===== src/rtl/pgw_pkg.sv =====
package pgw_pkg;
   localparam int unsigned BYTE_W = 8;
   typedef logic [BYTE_W-1:0] byte_t;
endpackage


===== src/rtl/pgw_loader.sv =====
module pgw_loader
   import pgw_pkg::*;
#(
   parameter int unsigned ADDR_W = 15,
   parameter int unsigned PAGE_W = 6
) (
   input  logic                     clk,
   input  logic                     rst_n,
   input  logic                     busy,
   input  logic                     commit_done,
   input  logic                     bit_stb,
   input  logic                     bit_val,
   input  logic                     addr_ld,
   input  logic [ADDR_W-1:0]        start_addr,
   input  logic                     seq_reset,
   input  logic [PAGE_W-1:0]        rd_idx,
   output byte_t                    rd_byte,
   output logic                     rd_valid,
   output logic                     any_loaded,
   output logic [ADDR_W-PAGE_W-1:0] page_addr
);
   localparam int unsigned PAGE_BYTES = 1 << PAGE_W;
   localparam int unsigned PG_W       = ADDR_W - PAGE_W;

   generate
      if (ADDR_W <= PAGE_W) begin : g_bad_addr
         $error("pgw_loader: ADDR_W must exceed PAGE_W");
      end
   endgenerate

   logic [2:0]            bit_cnt;
   logic [BYTE_W-2:0]     shreg;
   logic [PAGE_W-1:0]     ptr;
   logic [PG_W-1:0]       page_q;
   byte_t                 pbuf [PAGE_BYTES];
   logic [PAGE_BYTES-1:0] mask;
   logic                  take, byte_done, flush;

   assign take      = !busy && !seq_reset && !addr_ld && bit_stb;
   assign byte_done = take && (bit_cnt == 3'd7);
   assign flush     = commit_done || (!busy && (seq_reset || addr_ld));

   always_ff @(posedge clk or negedge rst_n) begin
      if (!rst_n) begin
         bit_cnt <= '0;
         shreg   <= '0;
         ptr     <= '0;
         page_q  <= '0;
      end else if (commit_done || (!busy && seq_reset)) begin
         bit_cnt <= '0;
      end else if (!busy && addr_ld) begin
         bit_cnt <= '0;
         page_q  <= start_addr[ADDR_W-1:PAGE_W];
         ptr     <= start_addr[PAGE_W-1:0];
      end else if (take) begin
         shreg   <= {shreg[BYTE_W-3:0], bit_val};
         bit_cnt <= bit_cnt + 3'd1;
         if (byte_done) ptr <= ptr + 1'b1;
      end
   end

   always_ff @(posedge clk) begin
      if (byte_done) pbuf[ptr] <= {shreg, bit_val};
   end

   for (genvar g = 0; g < PAGE_BYTES; g++) begin : g_vld
      logic vbit;
      always_ff @(posedge clk or negedge rst_n) begin
         if (!rst_n)                               vbit <= 1'b0;
         else if (flush)                           vbit <= 1'b0;
         else if (byte_done && ptr == PAGE_W'(g))  vbit <= 1'b1;
      end
      assign mask[g] = vbit;
   end

   assign rd_byte    = pbuf[rd_idx];
   assign rd_valid   = mask[rd_idx];
   assign any_loaded = |mask;
   assign page_addr  = page_q;

   // position wraps to the first byte of the same page
   p_wrap_r2: assert property (@(posedge clk) disable iff (!rst_n)
      (byte_done && ptr == {PAGE_W{1'b1}}) |=> (ptr == '0));

   // staged set frozen while a commit runs
   p_frozen_r10: assert property (@(posedge clk) disable iff (!rst_n)
      (busy && !commit_done) |=> $stable(mask));
endmodule


===== src/rtl/pgw_commit.sv =====
module pgw_commit
   import pgw_pkg::*;
#(
   parameter int unsigned ADDR_W        = 15,
   parameter int unsigned PAGE_W        = 6,
   parameter int unsigned COMMIT_CYCLES = 200
) (
   input  logic                     clk,
   input  logic                     rst_n,
   input  logic                     commit_req,
   input  logic                     wel,
   input  logic                     wp_n,
   input  logic                     any_loaded,
   input  logic [ADDR_W-PAGE_W-1:0] page_addr,
   input  logic                     byte_valid,
   input  byte_t                    byte_data,
   output logic [PAGE_W-1:0]        rd_idx,
   output logic                     busy,
   output logic                     done,
   output logic                     wel_clr,
   output logic                     mem_we,
   output logic [ADDR_W-1:0]        mem_addr,
   output byte_t                    mem_wdata
);
   localparam int unsigned PAGE_BYTES = 1 << PAGE_W;
   localparam int unsigned CNT_W      = $clog2(COMMIT_CYCLES) + 1;
   localparam logic [CNT_W-1:0] LAST     = CNT_W'(COMMIT_CYCLES - 1);
   localparam logic [CNT_W-1:0] PAGE_LIM = CNT_W'(PAGE_BYTES);

   generate
      if (COMMIT_CYCLES < PAGE_BYTES) begin : g_bad_len
         $error("pgw_commit: COMMIT_CYCLES must cover one page walk");
      end
   endgenerate

   logic [CNT_W-1:0] cnt;
   logic             busy_q, wel_clr_q, start, in_walk;

   assign start   = !busy_q && commit_req && wel && wp_n && any_loaded;
   assign done    = busy_q && (cnt == LAST);
   assign in_walk = cnt < PAGE_LIM;

   always_ff @(posedge clk or negedge rst_n) begin
      if (!rst_n) begin
         busy_q    <= 1'b0;
         cnt       <= '0;
         wel_clr_q <= 1'b0;
      end else begin
         wel_clr_q <= done;
         if (start) begin
            busy_q <= 1'b1;
            cnt    <= '0;
         end else if (done) begin
            busy_q <= 1'b0;
         end else if (busy_q) begin
            cnt <= cnt + 1'b1;
         end
      end
   end

   assign busy      = busy_q;
   assign wel_clr   = wel_clr_q;
   assign rd_idx    = cnt[PAGE_W-1:0];
   assign mem_we    = busy_q && in_walk && byte_valid;
   assign mem_addr  = {page_addr, rd_idx};
   assign mem_wdata = byte_data;

   // protection blocks a start
   p_start_wp_r4: assert property (@(posedge clk) disable iff (!rst_n)
      $rose(busy_q) |-> $past(wp_n));
   // nothing ends a commit early
   p_hold_r4: assert property (@(posedge clk) disable iff (!rst_n)
      (busy_q && cnt != LAST) |=> busy_q);
   // latch must be set for a start
   p_start_wel_r8: assert property (@(posedge clk) disable iff (!rst_n)
      $rose(busy_q) |-> $past(wel));
   // latch clear pulse at completion
   p_welclr_r7: assert property (@(posedge clk) disable iff (!rst_n)
      $fell(busy_q) |-> wel_clr_q);
   // array writes only inside a commit
   p_we_busy_r3: assert property (@(posedge clk) disable iff (!rst_n)
      mem_we |-> busy_q);
endmodule


===== src/rtl/pgw_page_writer.sv =====
module pgw_page_writer
   import pgw_pkg::*;
#(
   parameter int unsigned ADDR_W        = 15,
   parameter int unsigned PAGE_W        = 6,
   parameter int unsigned COMMIT_CYCLES = 200
) (
   input  logic              clk,
   input  logic              rst_n,
   input  logic              bit_stb,
   input  logic              bit_val,
   input  logic              addr_ld,
   input  logic [ADDR_W-1:0] start_addr,
   input  logic              seq_reset,
   input  logic              commit_req,
   input  logic              wel,
   input  logic              wp_n,
   output logic              status,
   output logic              wel_clr,
   output logic              mem_we,
   output logic [ADDR_W-1:0] mem_addr,
   output logic [7:0]        mem_wdata
);
   localparam int unsigned PG_W = ADDR_W - PAGE_W;

   logic              busy, done, rd_valid, any_loaded;
   logic [PAGE_W-1:0] rd_idx;
   byte_t             rd_byte;
   logic [PG_W-1:0]   page_addr;

   pgw_loader #(.ADDR_W(ADDR_W), .PAGE_W(PAGE_W)) i_loader (
      .clk(clk), .rst_n(rst_n), .busy(busy), .commit_done(done),
      .bit_stb(bit_stb), .bit_val(bit_val), .addr_ld(addr_ld),
      .start_addr(start_addr), .seq_reset(seq_reset), .rd_idx(rd_idx),
      .rd_byte(rd_byte), .rd_valid(rd_valid), .any_loaded(any_loaded),
      .page_addr(page_addr)
   );

   pgw_commit #(.ADDR_W(ADDR_W), .PAGE_W(PAGE_W), .COMMIT_CYCLES(COMMIT_CYCLES)) i_commit (
      .clk(clk), .rst_n(rst_n), .commit_req(commit_req), .wel(wel),
      .wp_n(wp_n), .any_loaded(any_loaded), .page_addr(page_addr),
      .byte_valid(rd_valid), .byte_data(rd_byte), .rd_idx(rd_idx),
      .busy(busy), .done(done), .wel_clr(wel_clr), .mem_we(mem_we),
      .mem_addr(mem_addr), .mem_wdata(mem_wdata)
   );

   assign status = !busy;

   // staged set empty once a commit ends
   p_mask_clear_r9: assert property (@(posedge clk) disable iff (!rst_n)
      $fell(busy) |-> !any_loaded);
   // a sequencer reset cannot end a commit in progress
   p_reset_ignored_r6: assert property (@(posedge clk) disable iff (!rst_n)
      (busy && !done && seq_reset) |=> busy);
endmodule


===== config.mk =====
export PLATFORM = sky130hd
export DESIGN_NAME = pgw_page_writer
export DESIGN_NICKNAME = d
export VERILOG_FILES = /design/src/rtl/pgw_pkg.sv /design/src/rtl/pgw_loader.sv /design/src/rtl/pgw_commit.sv /design/src/rtl/pgw_page_writer.sv
export SDC_FILE = /design/constraint.sdc
export NUM_CORES = 1
export LEC_CHECK = 0
export BUFFER_PORTS_ARGS = -buffer_cell sky130_fd_sc_hd__buf_2
export CAP_MARGIN = 20
export CELL_PAD_IN_SITES_DETAIL_PLACEMENT = 2
export CELL_PAD_IN_SITES_GLOBAL_PLACEMENT = 2
export CORE_MARGIN = 1.5
export CORE_UTILIZATION = 50
export CTS_CLUSTER_DIAMETER = 200
export CTS_CLUSTER_SIZE = 28
export DETAILED_ROUTE_END_ITERATION = 12
export GPL_TIMING_DRIVEN = 0
export PLACE_DENSITY_LB_ADDON = 0.15
export SETUP_SLACK_MARGIN = 0.4
export SYNTH_ARGS = -nofsm -noshare
export SYNTH_HDL_FRONTEND = slang
export SYNTH_SLANG_ARGS = --single-unit

===== constraint.sdc =====
create_clock -name clk -period 4.7 [get_ports clk]
set_clock_uncertainty 0.05 [all_clocks]
set_input_delay 0.705 -clock clk [delete_from_list [all_inputs] [get_ports clk]]
set_output_delay 0.705 -clock clk [all_outputs]
set_load 0.1 [all_outputs]

== Word-level counts from Yosys, hierarchy flattened ==
Memories as Yosys holds them, arrays and structs flattened.
Index checks and enable logic that the tools add are counted.
Widths: inputs -> output; s select.

* $add $sub $neg: 3
* Magnitude comparators: 2
* Equality and inequality tests: 66
* Muxes and demuxes: 143
* Bitwise gates (word level): 2
* Reduce and logical (&&, ||, !) cells: 159

{| class="wikitable"
|+ Operators by type and width
! kind !! number
|-
| $eq 6x6->1 const B || 32
|-
| $reduce_bool 2->1 || 68
|-
| $mux 1 || 133
|-
| $eq 6x5->1 const B || 16
|-
| $logic_and 1x1->1 || 78
|-
| $reduce_or 64->1 || 1
|-
| $eq 6x4->1 const B || 8
|-
| $mux 9 || 3
|-
| $eq 6x3->1 const B || 4
|-
| $mux 6 || 3
|-
| $eq 6x2->1 const B || 2
|-
| $add 9x1->9 const B || 1
|-
| $eq 9x8->1 const B || 1
|-
| $lt 9x7->1 const B || 1
|-
| $mux 3 || 3
|-
| $lt 6x7->1 const B || 1
|-
| $add 6x1->6 const B || 1
|-
| $bmux 1 s6 || 1
|-
| $eq 6x1->1 const B || 1
|-
| $logic_not 6->1 || 1
|-
| $reduce_and 3->1 || 2
|-
| $reduce_and 2->1 || 2
|-
| $add 3x1->3 const B || 1
|-
| $eq 3x3->1 const B || 1
|-
| other kinds (5) || 10
|}

* Register bits: 100
* Memory bits (writable): 512
* Input port bits: 24
* Output and inout bits: 26
* Logic and storage cells: 447
* Memories kept: 1

{| class="wikitable"
|+ Memories
! name !! depth !! width !! rd ports !! clocked after memory_dff !! write ports !! RTL line !! text
|-
| i_loader.pbuf || 64 || 8 || 1 || 0 || 1 || pgw_loader.sv:35 || <nowiki>byte_t pbuf [PAGE_BYTES];</nowiki>
|}

== Longest topological paths before layout ==
* Depth in word-level cells: 8
* Gate-level depth with buffers: 9
* Gate-level depth less buffers: 6

== Cells and area by module ==
A second synthesis with hierarchy kept.

* Cells, all modules: 1404
* Area total of the unflattened synthesis: 24950.2 µm²

{| class="wikitable"
|+ Modules (own cells, without submodules)
! module !! instances !! cells each !! area each (µm²) !! seq. area each (µm²)
|-
| pgw_loader || 1 || 1319 || 24184.4 || 17601.9
|-
| pgw_commit || 1 || 84 || 762.0 || 275.3
|-
| pgw_page_writer || 1 || 1 || 3.8 || 0.0
|}

== Worst setup path after synthesis ==
Ideal clock, no wire load.

* Path kind: register to output
* Start: register i_commit.cnt[1]
* End: output mem_wdata[1]
* Arrival time: 2.571 ns
* Data required time: 3.945 ns
* Setup slack: 1.374 ns
* Cell stages (with the launch flop): 8
* Buffers on the path: 3
* Cell sequence: dfrtp_1 buf_2 buf_2 buf_1 mux4_2 a22oi_1 a21oi_1 or4_1

* Word-level cells in the longest chain between the ends: 1

{| class="wikitable"
|+ Ends and longest elaborated chain
! what !! RTL line !! text
|-
| from (decl) || pgw_commit.sv:36 || <nowiki>logic [CNT_W-1:0] cnt;</nowiki>
|-
| from (signal assigned) || pgw_commit.sv:56 || <nowiki>cnt <= cnt + 1'b1;</nowiki>
|-
| $mem_v2 64x8 || -- ||
|-
| to (decl) || pgw_page_writer.sv:22 || <nowiki>output logic [7:0] mem_wdata</nowiki>
|}

No other way between the ends.

== Worst setup path after layout ==
* Start: register i_commit.cnt[0]
* End: output mem_wdata[2]

The elaborated chain is that of the path after synthesis.

==> impl_metrics.ini <==
[grt]
grt_pass1_wl_mm = 109.4
grtUsageTotal_pct = 30.94
grt_max_degree = 71
antenna_found_initial = 2
grt_overflow = 0
grt_pass1_vias = 14810

[route]
wire_per_inst_um = 36.47
routed_via_density = 6.637
routed-via-count = 13840
ant_nets = 0
first_pass_iters = 5
routed_wl_mm = 76.04
drc = 0
drt_iter0_markers = 1365

[timing]
hold_viol = 0
fmax_mhz = 231.0
max_slew_margin_pct = 23.62
final_max_slew_viol_count = 0
tightest_slew_ns = 1.143
post-route-min-period_ns = 4.330
grt_setup_unrepaired = true
fin_tns_setup_ns = 0
finalSetupViolations = 0
fin_ws_ns = 0.3704
finalCritPeriodShare_pct = 92.12

[clock_tree]
clock_tree.root_cell = clkbuf_16
htreeDepth = 1
clk_pin_slew_worst_paths_ns = 0.12
postCtsSetupRepairBufs = 0
clk_latency_ns = 0.61
tritoncts = done
clockBufferDepth = 3
cts_inserted_buffers = 25
cts_sinks = 612

[setup_path]
end_kind = primary output
r2r_slack_ns = 0.46
r2r-start = i_commit.busy$_DFFE_PN0P_
worstPathMaxFanout = 10
worstPathRequired_ns = 3.94
reg2reg_depth = 6
path_class = reg -> out
reg2reg_to = i_loader.pbuf[56][0]$_DFFE_PP_
cp-start-kind = flip-flop
cp.arrival_ns = 3.57

[finish]
syn_to_final_growth_pct = 9.267
drive_gt1_share_pct = 22.67
num-fill-cells = 4076
nets = 1481
final_core_util_pct = 55.63

[die]
design.core.area_mm2 = 0.04795
floorplan.initialDensity_pct = 50.91
fp.dieW_um = 224.0
die_h_um = 224.0
ios = 50
die-area_mm2 = 0.05015
std_cell_rows = 80

[synth]
netlist_top_cells_area = edfxtp_1 63%, mux4_2 13%, dfrtp_1 10%, nor2_1 2.4%, a21oi_1 2.2%
syn_inst = 1360
muxShareOfSynthArea_pct = 14.20
synth_compound_area_share_pct = 4.875
yosysTopAreaCellShare_pct = 62.99
synth_top_family_by_area = multiplexers
synthSimpleGateAreaFrac_pct = 5.280
ys_warn_count = 0
synth_nets = 1391
yosys.area.top_type = edfxtp_1
synth_seq_cells = 612
yosysSeqAreaShare_pct = 73.24
ys_types = 44
synth.cell_area_mm2 = 0.02441
yosys.area_share.adder_pct = 0.3588
synthXorXnorAreaFrac_pct = 0.2870
syn_area_per_cell_um2 = 17.95

[worst_hold_path]
min_path_cells = 2
min_to = i_loader.page_addr[4]$_DFFE_PN0P_
hold_path_class = in -> reg
min_from = start_addr[10]

[outcome]
status = complete, no violations

[placed_design]
dp_hpwl_mm = 52.51
dp_slack_ns = 0.1246
gp_congestion = 0.8514
port-buffer-count = 49

[flow_run]
cap_violations = 0

[power]
irDropWorstVdd_uv = 316.9
p_leak_nw = 9.000
cellPowerDensity_mw_per_mm2 = 385.2
-- routing by layer --
metal  GRT usage [%]  vias up  routed length [um]
met5               0        -                  13
met4           8.588        2                2426
met3           4.801      120                4908
met2           52.28      607               38020
met1           42.10     7507               30670
li1                -     5603                   -
-- sequential cells by signal, indices dropped and copies added, names as in the netlist --
register	cells
i_loader.ptr	6
i_loader.g_vld.vbit	64
i_commit.busy	1
i_loader.shreg	7
i_loader.bit_cnt	3
i_commit.wel_clr	1
i_loader.pbuf	512
i_loader.page_addr	9
i_commit.cnt	9
-- cells in the mapped netlist (all sizes together) --
| cell type | n |
|---|---|
| a2111oi | 2 |
| a211o | 1 |
| a211oi | 3 |
| a21o | 1 |
| a21oi | 109 |
| a22oi | 68 |
| a31oi | 2 |
| a41oi | 1 |
| and2 | 12 |
| and3 | 5 |
| buf | 44 |
| clkbuf | 36 |
| dfrtp | 100 |
| edfxtp | 512 |
| ha | 7 |
| inv | 9 |
| mux2 | 16 |
| mux2i | 20 |
| mux4 | 137 |
| nand2 | 21 |
| nand2b | 6 |
| nand3 | 20 |
| nand3b | 1 |
| nand4 | 6 |
| nor2 | 154 |
| nor2b | 9 |
| nor3 | 8 |
| nor3b | 2 |
| nor4 | 19 |
| o21a | 2 |
| o21ai | 3 |
| o22ai | 1 |
| o41a | 1 |
| o41ai | 1 |
| or2 | 1 |
| or3 | 3 |
| or4 | 9 |
| xnor2 | 7 |
| xor2 | 1 |
-- per-stage QoR --
stage | instances | instance area [um2] | hold slack [ns] | power (mW)
after floorplan | 1360 | 24410 | 0.3594 | 7.024
after global placement | 2024 | 25420 | 0.4365 | 7.446
after detailed placement | 2036 | 25660 | 0.4407 | 7.667
after CTS | 2083 | 26560 | 0.2616 | 10.29
after global routing | 2084 | 26670 | 0.2736 | 10.48
final | 2085 | 26670 | 0.2729 | 10.28
-- kinds of logic after synthesis --
kind of cell	Yosys count
compound gates	195
flops	612
simple gates	276
xor+xnor	8
fa+ha+maj	7
buf+inv	89
mux	173
-- report_power, final --
part / leakage [nW] / internal, mW / switching [mW]
registers: 5.93 / 6.40 / 0.294
clock network: 0.349 / 1.08 / 1.65
logic: 2.72 / 0.185 / 0.669
total: 9.00 / 7.66 / 2.61
-- how the worst max path moves through the flow --
stage / startpoint / end / cells after the start
after CTS: i_commit.cnt[0]$_DFFE_PN0P_ / mem_wdata[1] / 7
after detailed placement: i_commit.cnt[1]$_DFFE_PN0P_ / mem_wdata[1] / 8
after global routing: i_commit.cnt[0]$_DFFE_PN0P_ / mem_wdata[7] / 7
final: i_commit.cnt[0]$_DFFE_PN0P_ / mem_wdata[2] / 7
after global placement: i_commit.cnt[1]$_DFFE_PN0P_ / mem_wdata[2] / 8
after floorplan: i_commit.cnt[1]$_DFFE_PN0P_ / mem_wdata[1] / 7
-- worst max-delay path: stages (launching register included) --
cell and delay, ns:
dfrtp_2 0.47, buf_8 0.24, buf_8 0.22, mux4_2 0.52, a22oi_1 0.34, a21oi_1 0.20
or4_1 0.66, buf_4 0.29
-- cells in the final DEF (no fill, tap or decap), types with 13 or more instances in the layout --
cell type / n
mux4_2: 137
mux2i_1: 20
buf_4: 28
edfxtp_1: 512
clkbuf_16: 25
a22oi_1: 55
buf_2: 51
a21oi_1: 108
dfrtp_1: 92
mux2_2: 16
nand2_1: 21
nand3_1: 20
nor2_1: 148
clkbuf_1: 43
a22oi_2: 13
nor4_1: 17
-- final cells by class --
type / instances / area (um2) / share of cell area (%)
Inverter: 9 / 33.78 / 0.1267
Timing Repair Buffer: 63 / 495.5 / 1.858
Clock inverter: 2 / 38.79 / 0.1454
Tap cell: 615 / 769.5 / 2.885
Multi-Input combinational cell: 659 / 6208 / 23.28
Sequential cell: 612 / 17890 / 67.06
Clock buffer: 44 / 696.9 / 2.613
Buffer: 80 / 539.3 / 2.022
Antenna cell: 1 / 2.502 / 0.009382
-- timing repair --
| action | 4_1_cts | 5_1_grt |
|---|---|---|
| pin swaps | 0 | 2 |
| hold endpoints to repair | 29 | 0 |
| resized for setup | 60 | 30 |
| endpoints found under the setup margin | 17 | 43 |
| hold buffers | 1 | 0 |
No activity file was read; power rests on OpenSTA's default activity.
